==> src/rtl/i2c_reg_slave.sv <==
module i2c_reg_slave #(
  parameter logic [3:0] ADDR_HI = 4'b0011,
  parameter int PIN_W = 3,
  parameter int DW = 8,
  parameter int AW = 2,
  parameter int SYNC = 2
) (
  input  logic            clk,
  input  logic            rst_n,
  input  logic            scl_i,
  input  logic            sda_i,
  output logic            sda_oe,
  input  logic [PIN_W-1:0] addr_pins,
  output logic [AW-1:0]   reg_addr,
  output logic [DW-1:0]   reg_wdata,
  output logic            reg_wr,
  input  logic [DW-1:0]   reg_rdata,
  output logic            reg_rd
);

  localparam int BCW = $clog2(DW + 1);
  localparam logic [BCW-1:0] LAST = BCW'(DW);
  localparam logic [BCW-1:0] LAST_TX = BCW'(DW - 1);

  typedef enum logic [3:0] {
    S_IDLE, S_ADDR, S_AACK, S_CMD, S_CACK, S_WR, S_WACK, S_RD, S_MACK
  } st_t;

  logic [SYNC-1:0] scl_q, sda_q;
  logic            scl_d, sda_d;
  logic            scl_s, sda_s;
  logic            scl_rise, scl_fall, start_c, stop_c;

  st_t             st;
  logic [DW-1:0]   sr;
  logic [BCW-1:0]  bcnt;
  logic            rw_q, mack_q, oe_q, wr_q, rd_q;
  logic [AW-1:0]   ptr_q;
  logic [DW-1:0]   wdata_q;
  logic            addr_hit;

  always_ff @(posedge clk or negedge rst_n) begin
    if (!rst_n) begin
      scl_q <= '1;
      sda_q <= '1;
      scl_d <= 1'b1;
      sda_d <= 1'b1;
    end else begin
      scl_q <= {scl_q[SYNC-2:0], scl_i};
      sda_q <= {sda_q[SYNC-2:0], sda_i};
      scl_d <= scl_q[SYNC-1];
      sda_d <= sda_q[SYNC-1];
    end
  end

  assign scl_s    = scl_q[SYNC-1];
  assign sda_s    = sda_q[SYNC-1];
  assign scl_rise = scl_s & ~scl_d;
  assign scl_fall = ~scl_s & scl_d;
  assign start_c  = scl_s & scl_d & sda_d & ~sda_s;
  assign stop_c   = scl_s & scl_d & ~sda_d & sda_s;
  assign addr_hit = (sr[DW-1:1] == {ADDR_HI, addr_pins});

  always_ff @(posedge clk or negedge rst_n) begin
    if (!rst_n) begin
      st      <= S_IDLE;
      sr      <= '0;
      bcnt    <= '0;
      rw_q    <= 1'b0;
      mack_q  <= 1'b0;
      oe_q    <= 1'b0;
      wr_q    <= 1'b0;
      rd_q    <= 1'b0;
      ptr_q   <= '0;
      wdata_q <= '0;
    end else begin
      wr_q <= 1'b0;
      rd_q <= 1'b0;
      if (start_c) begin
        st   <= S_ADDR;
        bcnt <= '0;
        oe_q <= 1'b0;
      end else if (stop_c) begin
        st   <= S_IDLE;
        oe_q <= 1'b0;
      end else begin
        case (st)
          S_ADDR, S_CMD, S_WR: begin
            if (scl_rise) begin
              sr   <= {sr[DW-2:0], sda_s};
              bcnt <= bcnt + 1'b1;
            end else if (scl_fall && bcnt == LAST) begin
              bcnt <= '0;
              if (st == S_ADDR) begin
                if (addr_hit) begin
                  rw_q <= sr[0];
                  oe_q <= 1'b1;
                  st   <= S_AACK;
                end else begin
                  st <= S_IDLE;
                end
              end else if (st == S_CMD) begin
                ptr_q <= sr[AW-1:0];
                oe_q  <= 1'b1;
                st    <= S_CACK;
              end else begin
                wdata_q <= sr;
                oe_q    <= 1'b1;
                st      <= S_WACK;
              end
            end
          end
          S_AACK: begin
            if (scl_fall) begin
              oe_q <= 1'b0;
              if (rw_q) begin
                rd_q <= 1'b1;
                st   <= S_RD;
              end else begin
                st <= S_CMD;
              end
            end
          end
          S_CACK: begin
            if (scl_fall) begin
              oe_q <= 1'b0;
              st   <= S_WR;
            end
          end
          S_WACK: begin
            if (scl_fall) begin
              oe_q <= 1'b0;
              wr_q <= 1'b1;
              st   <= S_WR;
            end
          end
          S_RD: begin
            if (rd_q) begin
              sr   <= reg_rdata;
              oe_q <= ~reg_rdata[DW-1];
            end else if (scl_fall) begin
              if (bcnt == LAST_TX) begin
                bcnt <= '0;
                oe_q <= 1'b0;
                st   <= S_MACK;
              end else begin
                bcnt <= bcnt + 1'b1;
                sr   <= {sr[DW-2:0], 1'b0};
                oe_q <= ~sr[DW-2];
              end
            end
          end
          S_MACK: begin
            if (scl_rise) begin
              mack_q <= ~sda_s;
            end else if (scl_fall) begin
              if (mack_q) begin
                rd_q <= 1'b1;
                st   <= S_RD;
              end else begin
                st <= S_IDLE;
              end
            end
          end
          default: st <= S_IDLE;
        endcase
      end
    end
  end

  assign sda_oe    = oe_q;
  assign reg_addr  = ptr_q;
  assign reg_wdata = wdata_q;
  assign reg_wr    = wr_q;
  assign reg_rd    = rd_q;

endmodule

==> config.mk <==
export PLATFORM = sky130hd
export DESIGN_NAME = i2c_reg_slave
export DESIGN_NICKNAME = d
export VERILOG_FILES = /design/src/rtl/i2c_reg_slave.sv
export SDC_FILE = /design/constraint.sdc
export NUM_CORES = 1
export LEC_CHECK = 0
export ABC_CLOCK_PERIOD_IN_PS = 4700
export CORE_MARGIN = 3
export CORE_UTILIZATION = 30
export CTS_BUF_LIST = sky130_fd_sc_hd__clkbuf_4
export DETAILED_ROUTE_END_ITERATION = 12
export GPL_ROUTABILITY_DRIVEN = 0
export GPL_TIMING_DRIVEN = 0
export PLACE_DENSITY = 0.55
export SLEW_MARGIN = 20
export SYNTH_ARGS = -nofsm -noshare
export SYNTH_HDL_FRONTEND = slang
export SYNTH_SLANG_ARGS = --single-unit
==> constraint.sdc <==
create_clock -name clk -period 4.7 [get_ports clk]
set_input_delay 0.94 -clock clk [delete_from_list [all_inputs] [get_ports clk]]
set_output_delay 0.94 -clock clk [all_outputs]
set_load 0.03 [all_outputs]
* Yosys cells after proc, flatten, opt, wreduce, memory -nomap -nowiden
Cells that the tools add are included.
** Storage, ports and cells
- Register bits after elaboration :: 37
- Latch bits :: 0
- Bits in writable memories :: 0
- Memory bits (read-only) :: 0
- Input port bits :: 15
- Memories :: 0
** Cells by class
- Add/subtract/negate cells :: 1
- Multipliers :: 0
- Divide/modulo/power cells :: 0
- $lt $le $gt $ge :: 0
- Equality and inequality tests :: 30
- Shift-type cells :: 0
- Multiplexer cells :: 53
- Bitwise logic cells :: 18
- Reduce and logical (&&, ||, !) cells :: 15
** Operator list (count)
- $mux 4 :: 19
- $ne 4x4->1 const B :: 9
- $mux 8 :: 4
- $mux 1 :: 21
- $reduce_and 7->1 :: 3
- $eq 4x3->1 const B :: 5
- $pmux 4 s5 :: 1
- $pmux 8 s2 :: 1
- $ne 3x3->1 const B :: 4
- $reduce_and 6->1 :: 2
- $not 1->1 :: 11
- $ne 5x5->1 const B :: 2
- $reduce_and 9->1 :: 1
- $eq 4x2->1 const B :: 2
- $eq 4x4->1 const B :: 2
- $ne 4x1->1 const B :: 2
- $pmux 4 s2 :: 1
- $and 1x1->1 :: 7
- $eq 7x5->1 :: 1
- $mux 3 :: 2
- $reduce_or 3->1 :: 2
- $reduce_and 5->1 :: 1
- $reduce_bool 5->1 :: 1
- $add 4x1->4 const B :: 1
- 10 further kinds :: 12

* Longest topological paths before layout
- Depth after elaboration :: 8
- Gate-level depth with buffers :: 7
- Mapped depth without buffers :: 7

* Worst setup path after synthesis
Ideal clock, no wire load.
- Path type :: input to register
- Start point :: in addr_pins[1]
- End point :: reg oe_q, in the netlist sda_oe
- Library setup time :: 0.125 ns
- Arrival :: 2.166 ns
- Required time :: 4.575 ns
- Setup slack :: 2.410 ns
- Cell stages on the path :: 5
- Buffers on the path :: 0
- Cell sequence :: xor2_1 nor4_1 nor3_1 nor4b_1 mux2_2
** On the way
- Cells in the longest elaborated chain, start to end :: 3
** Ends and longest elaborated chain
- from (decl) :: RTL line 13 : input logic [PIN_W-1:0] addr_pins,
- $eq 7x5->1 :: RTL line 62 : assign addr_hit = (sr[DW-1:1] == {ADDR_HI, addr_pins});
- $ne 5x5->1 (no source line)
- $reduce_and 6->1 (no source line)
- to (signal assigned) :: RTL line 140 : oe_q <= ~reg_rdata[DW-1];
- to (signal assigned) :: RTL line 149 : oe_q <= ~sr[DW-2];
- to (decl) :: RTL line 37 : logic rw_q, mack_q, oe_q, wr_q, rd_q;
Every way passes these cells.
A chain may end at the register's enable or synchronous reset.

* Worst setup path after layout
Same ends and word-level chain as after synthesis.

==> run_summary.xml <==
<?xml version="1.0" encoding="UTF-8"?>
<metrics>
  <group name="status">
    <metric name="outcome" unit="">complete, no violations</metric>
  </group>
  <group name="timing">
    <metric name="timing.setup.tns" unit="ns">0</metric>
    <metric name="clock_skew" unit="ns">0.01220</metric>
    <metric name="final_hold_viol_count" unit="">0</metric>
    <metric name="max_freq" unit="GHz">0.3539</metric>
    <metric name="final.setup.worst_slack" unit="ns">1.874</metric>
    <metric name="final_min_period" unit="ns">2.826</metric>
    <metric name="rsz_0062_raised_after_global_routing" unit="">false</metric>
    <metric name="max_slew_margin" unit="%">51.47</metric>
    <metric name="post-route-period-util" unit="%">60.12</metric>
    <metric name="worst_slew_pin_slew" unit="ns">0.7212</metric>
    <metric name="timing.final.max_slew_violations" unit="">0</metric>
    <metric name="finalSetupViolCount" unit="">0</metric>
  </group>
  <group name="clocking">
    <metric name="postCtsSetupRepairBufs" unit="">0</metric>
    <metric name="clock_sink_count" unit="">37</metric>
    <metric name="resized_cells_post_cts" unit="">0</metric>
    <metric name="postCtsHoldBufs" unit="">0</metric>
    <metric name="cts_inserted_buffers" unit="">5</metric>
    <metric name="max-clock-path-buffers" unit="">2</metric>
    <metric name="path_clk_slew" unit="ns">0.12</metric>
    <metric name="cts.htree.levels" unit="">2</metric>
    <metric name="root_buffer" unit="">clkbuf_4</metric>
    <metric name="clk_latency" unit="ns">0.35</metric>
    <metric name="tritoncts" unit="">yes</metric>
  </group>
  <group name="cells_and_area">
    <metric name="layout.nets" unit="">247</metric>
    <metric name="diodes" unit="">0</metric>
    <metric name="area.growth.synth_to_final" unit="%">21.33</metric>
    <metric name="final_util" unit="%">38.24</metric>
    <metric name="multiInputGateArea" unit="sq um">1042</metric>
    <metric name="n_fill_cell" unit="">639</metric>
    <metric name="drive_above_1_share" unit="%">18.18</metric>
    <metric name="seqCellArea" unit="sq um">933.4</metric>
  </group>
  <group name="floorplanning">
    <metric name="starting_density_of_the_core" unit="%">31.52</metric>
    <metric name="core_region_area" unit="sq um">6495</metric>
    <metric name="die_height" unit="um">88.60</metric>
    <metric name="num_io_pins" unit="">28</metric>
    <metric name="die-area" unit="sq um">7850</metric>
    <metric name="fp.dieW" unit="um">88.60</metric>
    <metric name="row_count" unit="">29</metric>
  </group>
  <group name="power">
    <metric name="combPwrFrac" unit="%">40.9</metric>
    <metric name="power_report.internal_total" unit="W">0.0006096</metric>
    <metric name="power.leakage" unit="nW">1.008</metric>
    <metric name="seqPwrFrac" unit="%">42.4</metric>
    <metric name="swShare" unit="%">39.60</metric>
    <metric name="switching_power_total" unit="W">0.0003997</metric>
    <metric name="vdd_ir_drop_max" unit="mV">0.2021</metric>
    <metric name="p_total" unit="W">0.001009</metric>
    <metric name="power-per-cell-area" unit="nW/um^2">406.4</metric>
    <metric name="clock_share_of_power" unit="%">16.7</metric>
  </group>
  <group name="synth">
    <metric name="synth_enable_flop_cells" unit="">0</metric>
    <metric name="synth_nets" unit="">212</metric>
    <metric name="synthesis.instances" unit="">195</metric>
    <metric name="top_cells_by_area_synth" unit="">dfrtp_1 38%, dfstp_2 7.7%, mux2_2 6.6%</metric>
    <metric name="synth_seq_area_share" unit="%">45.60</metric>
    <metric name="ys_ff_latch" unit="">37</metric>
    <metric name="synth_area" unit="sq um">2047</metric>
    <metric name="postSynth.asyncResetShare" unit="%">100.0</metric>
    <metric name="syn_area_per_cell" unit="sq um">10.50</metric>
    <metric name="synth.top_cell.area_share" unit="%">37.90</metric>
    <metric name="count_of_different_cell_masters_after_synthesis" unit="">52</metric>
    <metric name="synth_largest_area_cell" unit="">dfrtp_1</metric>
    <metric name="synthesis.yosys.warnings" unit="">0</metric>
    <metric name="ys_dominant_reg_cell" unit="">dfrtp_1</metric>
  </group>
  <group name="routing">
    <metric name="route.vias.total" unit="">1603</metric>
    <metric name="drtIter0Drc" unit="">101</metric>
    <metric name="route.detailed.wl_per_inst" unit="um">14.73</metric>
    <metric name="drc_errors" unit="">0</metric>
    <metric name="route.antenna.remaining_nets" unit="">0</metric>
    <metric name="totalWireLength" unit="mm">4.536</metric>
    <metric name="drt_pre_antenna_iters" unit="">4</metric>
    <metric name="vias_per_cell" unit="">5.205</metric>
  </group>
  <group name="place">
    <metric name="i_o_buffers" unit="">27</metric>
    <metric name="place_ws" unit="ns">1.507</metric>
    <metric name="place_hpwl" unit="mm">3.433</metric>
  </group>
  <group name="global_routing">
    <metric name="track_usage" unit="%">12.42</metric>
    <metric name="globalRouteOverflowTotal" unit="">0</metric>
    <metric name="via_count_of_the_first_global_routing_pass" unit="">1561</metric>
    <metric name="wire_length_of_the_first_global_routing_pass" unit="mm">7.569</metric>
    <metric name="grt_antenna_before_repair" unit="">0</metric>
    <metric name="grt_max_degree" unit="">30</metric>
  </group>
  <group name="worst_setup_path">
    <metric name="cp_data_required_time" unit="ns">4.94</metric>
    <metric name="critPathKind" unit="">in -&gt; reg</metric>
    <metric name="worstPathMaxFanout" unit="">3</metric>
    <metric name="worstSetupEndpointType" unit="">register</metric>
    <metric name="critical_path.startpoint_type" unit="">input pin</metric>
    <metric name="data_arrival_critical_path" unit="ns">3.06</metric>
  </group>
  <group name="worst_hold_path">
    <metric name="min-delay-path-class" unit="">reg -&gt; reg</metric>
  </group>
  <group name="flow_run">
    <metric name="timing.max_cap.violations" unit="">0</metric>
  </group>
</metrics>
-- stage by stage --
step / std cells / hold slack [ns] / cell area [sq um]
after global placement: 299 / 0.3458 / 2414
after global routing: 308 / 0.3735 / 2484
final: 308 / 0.3635 / 2484
after floorplan: 195 / 0.3452 / 2047
after CTS: 308 / 0.3655 / 2484
after detailed placement: 300 / 0.3473 / 2429
-- worst max-delay path: stages --
cell	delay, ns
clkdlybuf4s50_1	0.41
xor2_1	0.14
nor4_1	0.65
nor3_1	0.11
nor4b_1	0.42
mux2_2	0.39
-- Yosys cell counts (2+ instances only) --
master / count
nand4bb_1: 3
buf_2: 3
nor4_1: 2
nand4b_1: 2
a21oi_1: 15
nor3_1: 3
nand3b_1: 2
and3_1: 3
dfrtp_1: 31
dfstp_2: 6
mux2i_1: 10
nor2_1: 21
nor2b_1: 5
a31oi_1: 2
xor2_1: 4
mux2_2: 12
ha_1: 2
nand2b_1: 7
o21ai_0: 5
a211oi_1: 2
nand2_1: 11
nand3_1: 5
clkbuf_1: 4
inv_1: 7
-- metal layers --
metal / wire length [um] / vias up / GRT usage, % / share of wire [%]
met5: 0 / - / 0 / 0
met4: 63 / 0 / 3.709 / 1.4
met3: 164 / 7 / 2.607 / 3.6
met2: 2109 / 33 / 18.69 / 46
met1: 2198 / 782 / 17.97 / 48
li1: - / 781 / - / -
-- cells in the final DEF, fill, tap and decap left out, types with 2 or more instances in the layout --
master	count
a211oi_1	2
nor2b_1	5
nand4bb_1	3
o21ai_0	5
and3_1	3
ha_1	2
xor2_1	4
dfrtp_1	31
mux2_2	12
nand3_1	5
dfstp_2	6
nand2b_1	7
clkbuf_4	5
nand4b_1	2
nor3_1	3
nor2_1	21
clkbuf_1	4
a31oi_1	2
nand2_1	11
clkdlybuf4s50_1	26
mux2i_1	10
nor4_1	2
clkinv_2	2
buf_2	4
inv_1	7
nand3b_1	2
a21oi_1	15
-- cell families (layout without fill, tap and decap cells) --
logic type | Yosys count | count (layout) | synth area share, %
xor gates and xnor gates | 4 | 4 | 1.711
muxes | 22 | 22 | 11.49
AOI/OAI and AO/OA | 40 | 40 | 15.83
and+or+nand+nor | 74 | 74 | 20.66
adders and majority gates | 2 | 2 | 1.222
buffers and inverters | 16 | 52 | 3.484
DFF | 37 | 37 | 45.60
-- power by group through the flow --
stage                     clock, W  sequential, W  combinational, W
after floorplan                  0       0.000426          0.000313
after global placement           0       0.000435          0.000410
after detailed placement         0       0.000434          0.000414
after CTS                 0.000179       0.000428          0.000417
after global routing      0.000189       0.000439          0.000463
final                     0.000169       0.000428          0.000413
-- flip-flops by register name (all words and copies together), names as in the netlist, 2 cells and up --
name       count
scl_q          2
sda_q          2
reg_wdata      8
bcnt           4
reg_addr       2
st             4
sr             8
-- final timing paths --
kind                              start        to  slack, ns  depth (start not counted)
min                            scl_q[0]  scl_q[1]       0.36                          0
max in group asynchronous         rst_n     sda_d       3.75                          2
min reg2reg                    scl_q[0]  scl_q[1]       0.36                          0
max reg2reg                       sr[6]    sda_oe       2.38                          5
min in group asynchronous         rst_n     st[1]       0.43                          1
max                        addr_pins[1]    sda_oe       1.87                          6
-- final cells by class --
type	instances	area share, %
inverters	7	1.058
plain buffers	9	1.814
multi-input cells	142	41.96
repair buffers	28	11.49
clock buffers	5	1.511
clock inverters	3	0.7053
well taps	77	3.879
flip-flops and latches	37	37.58
Power figures use the tool's default switching activity.
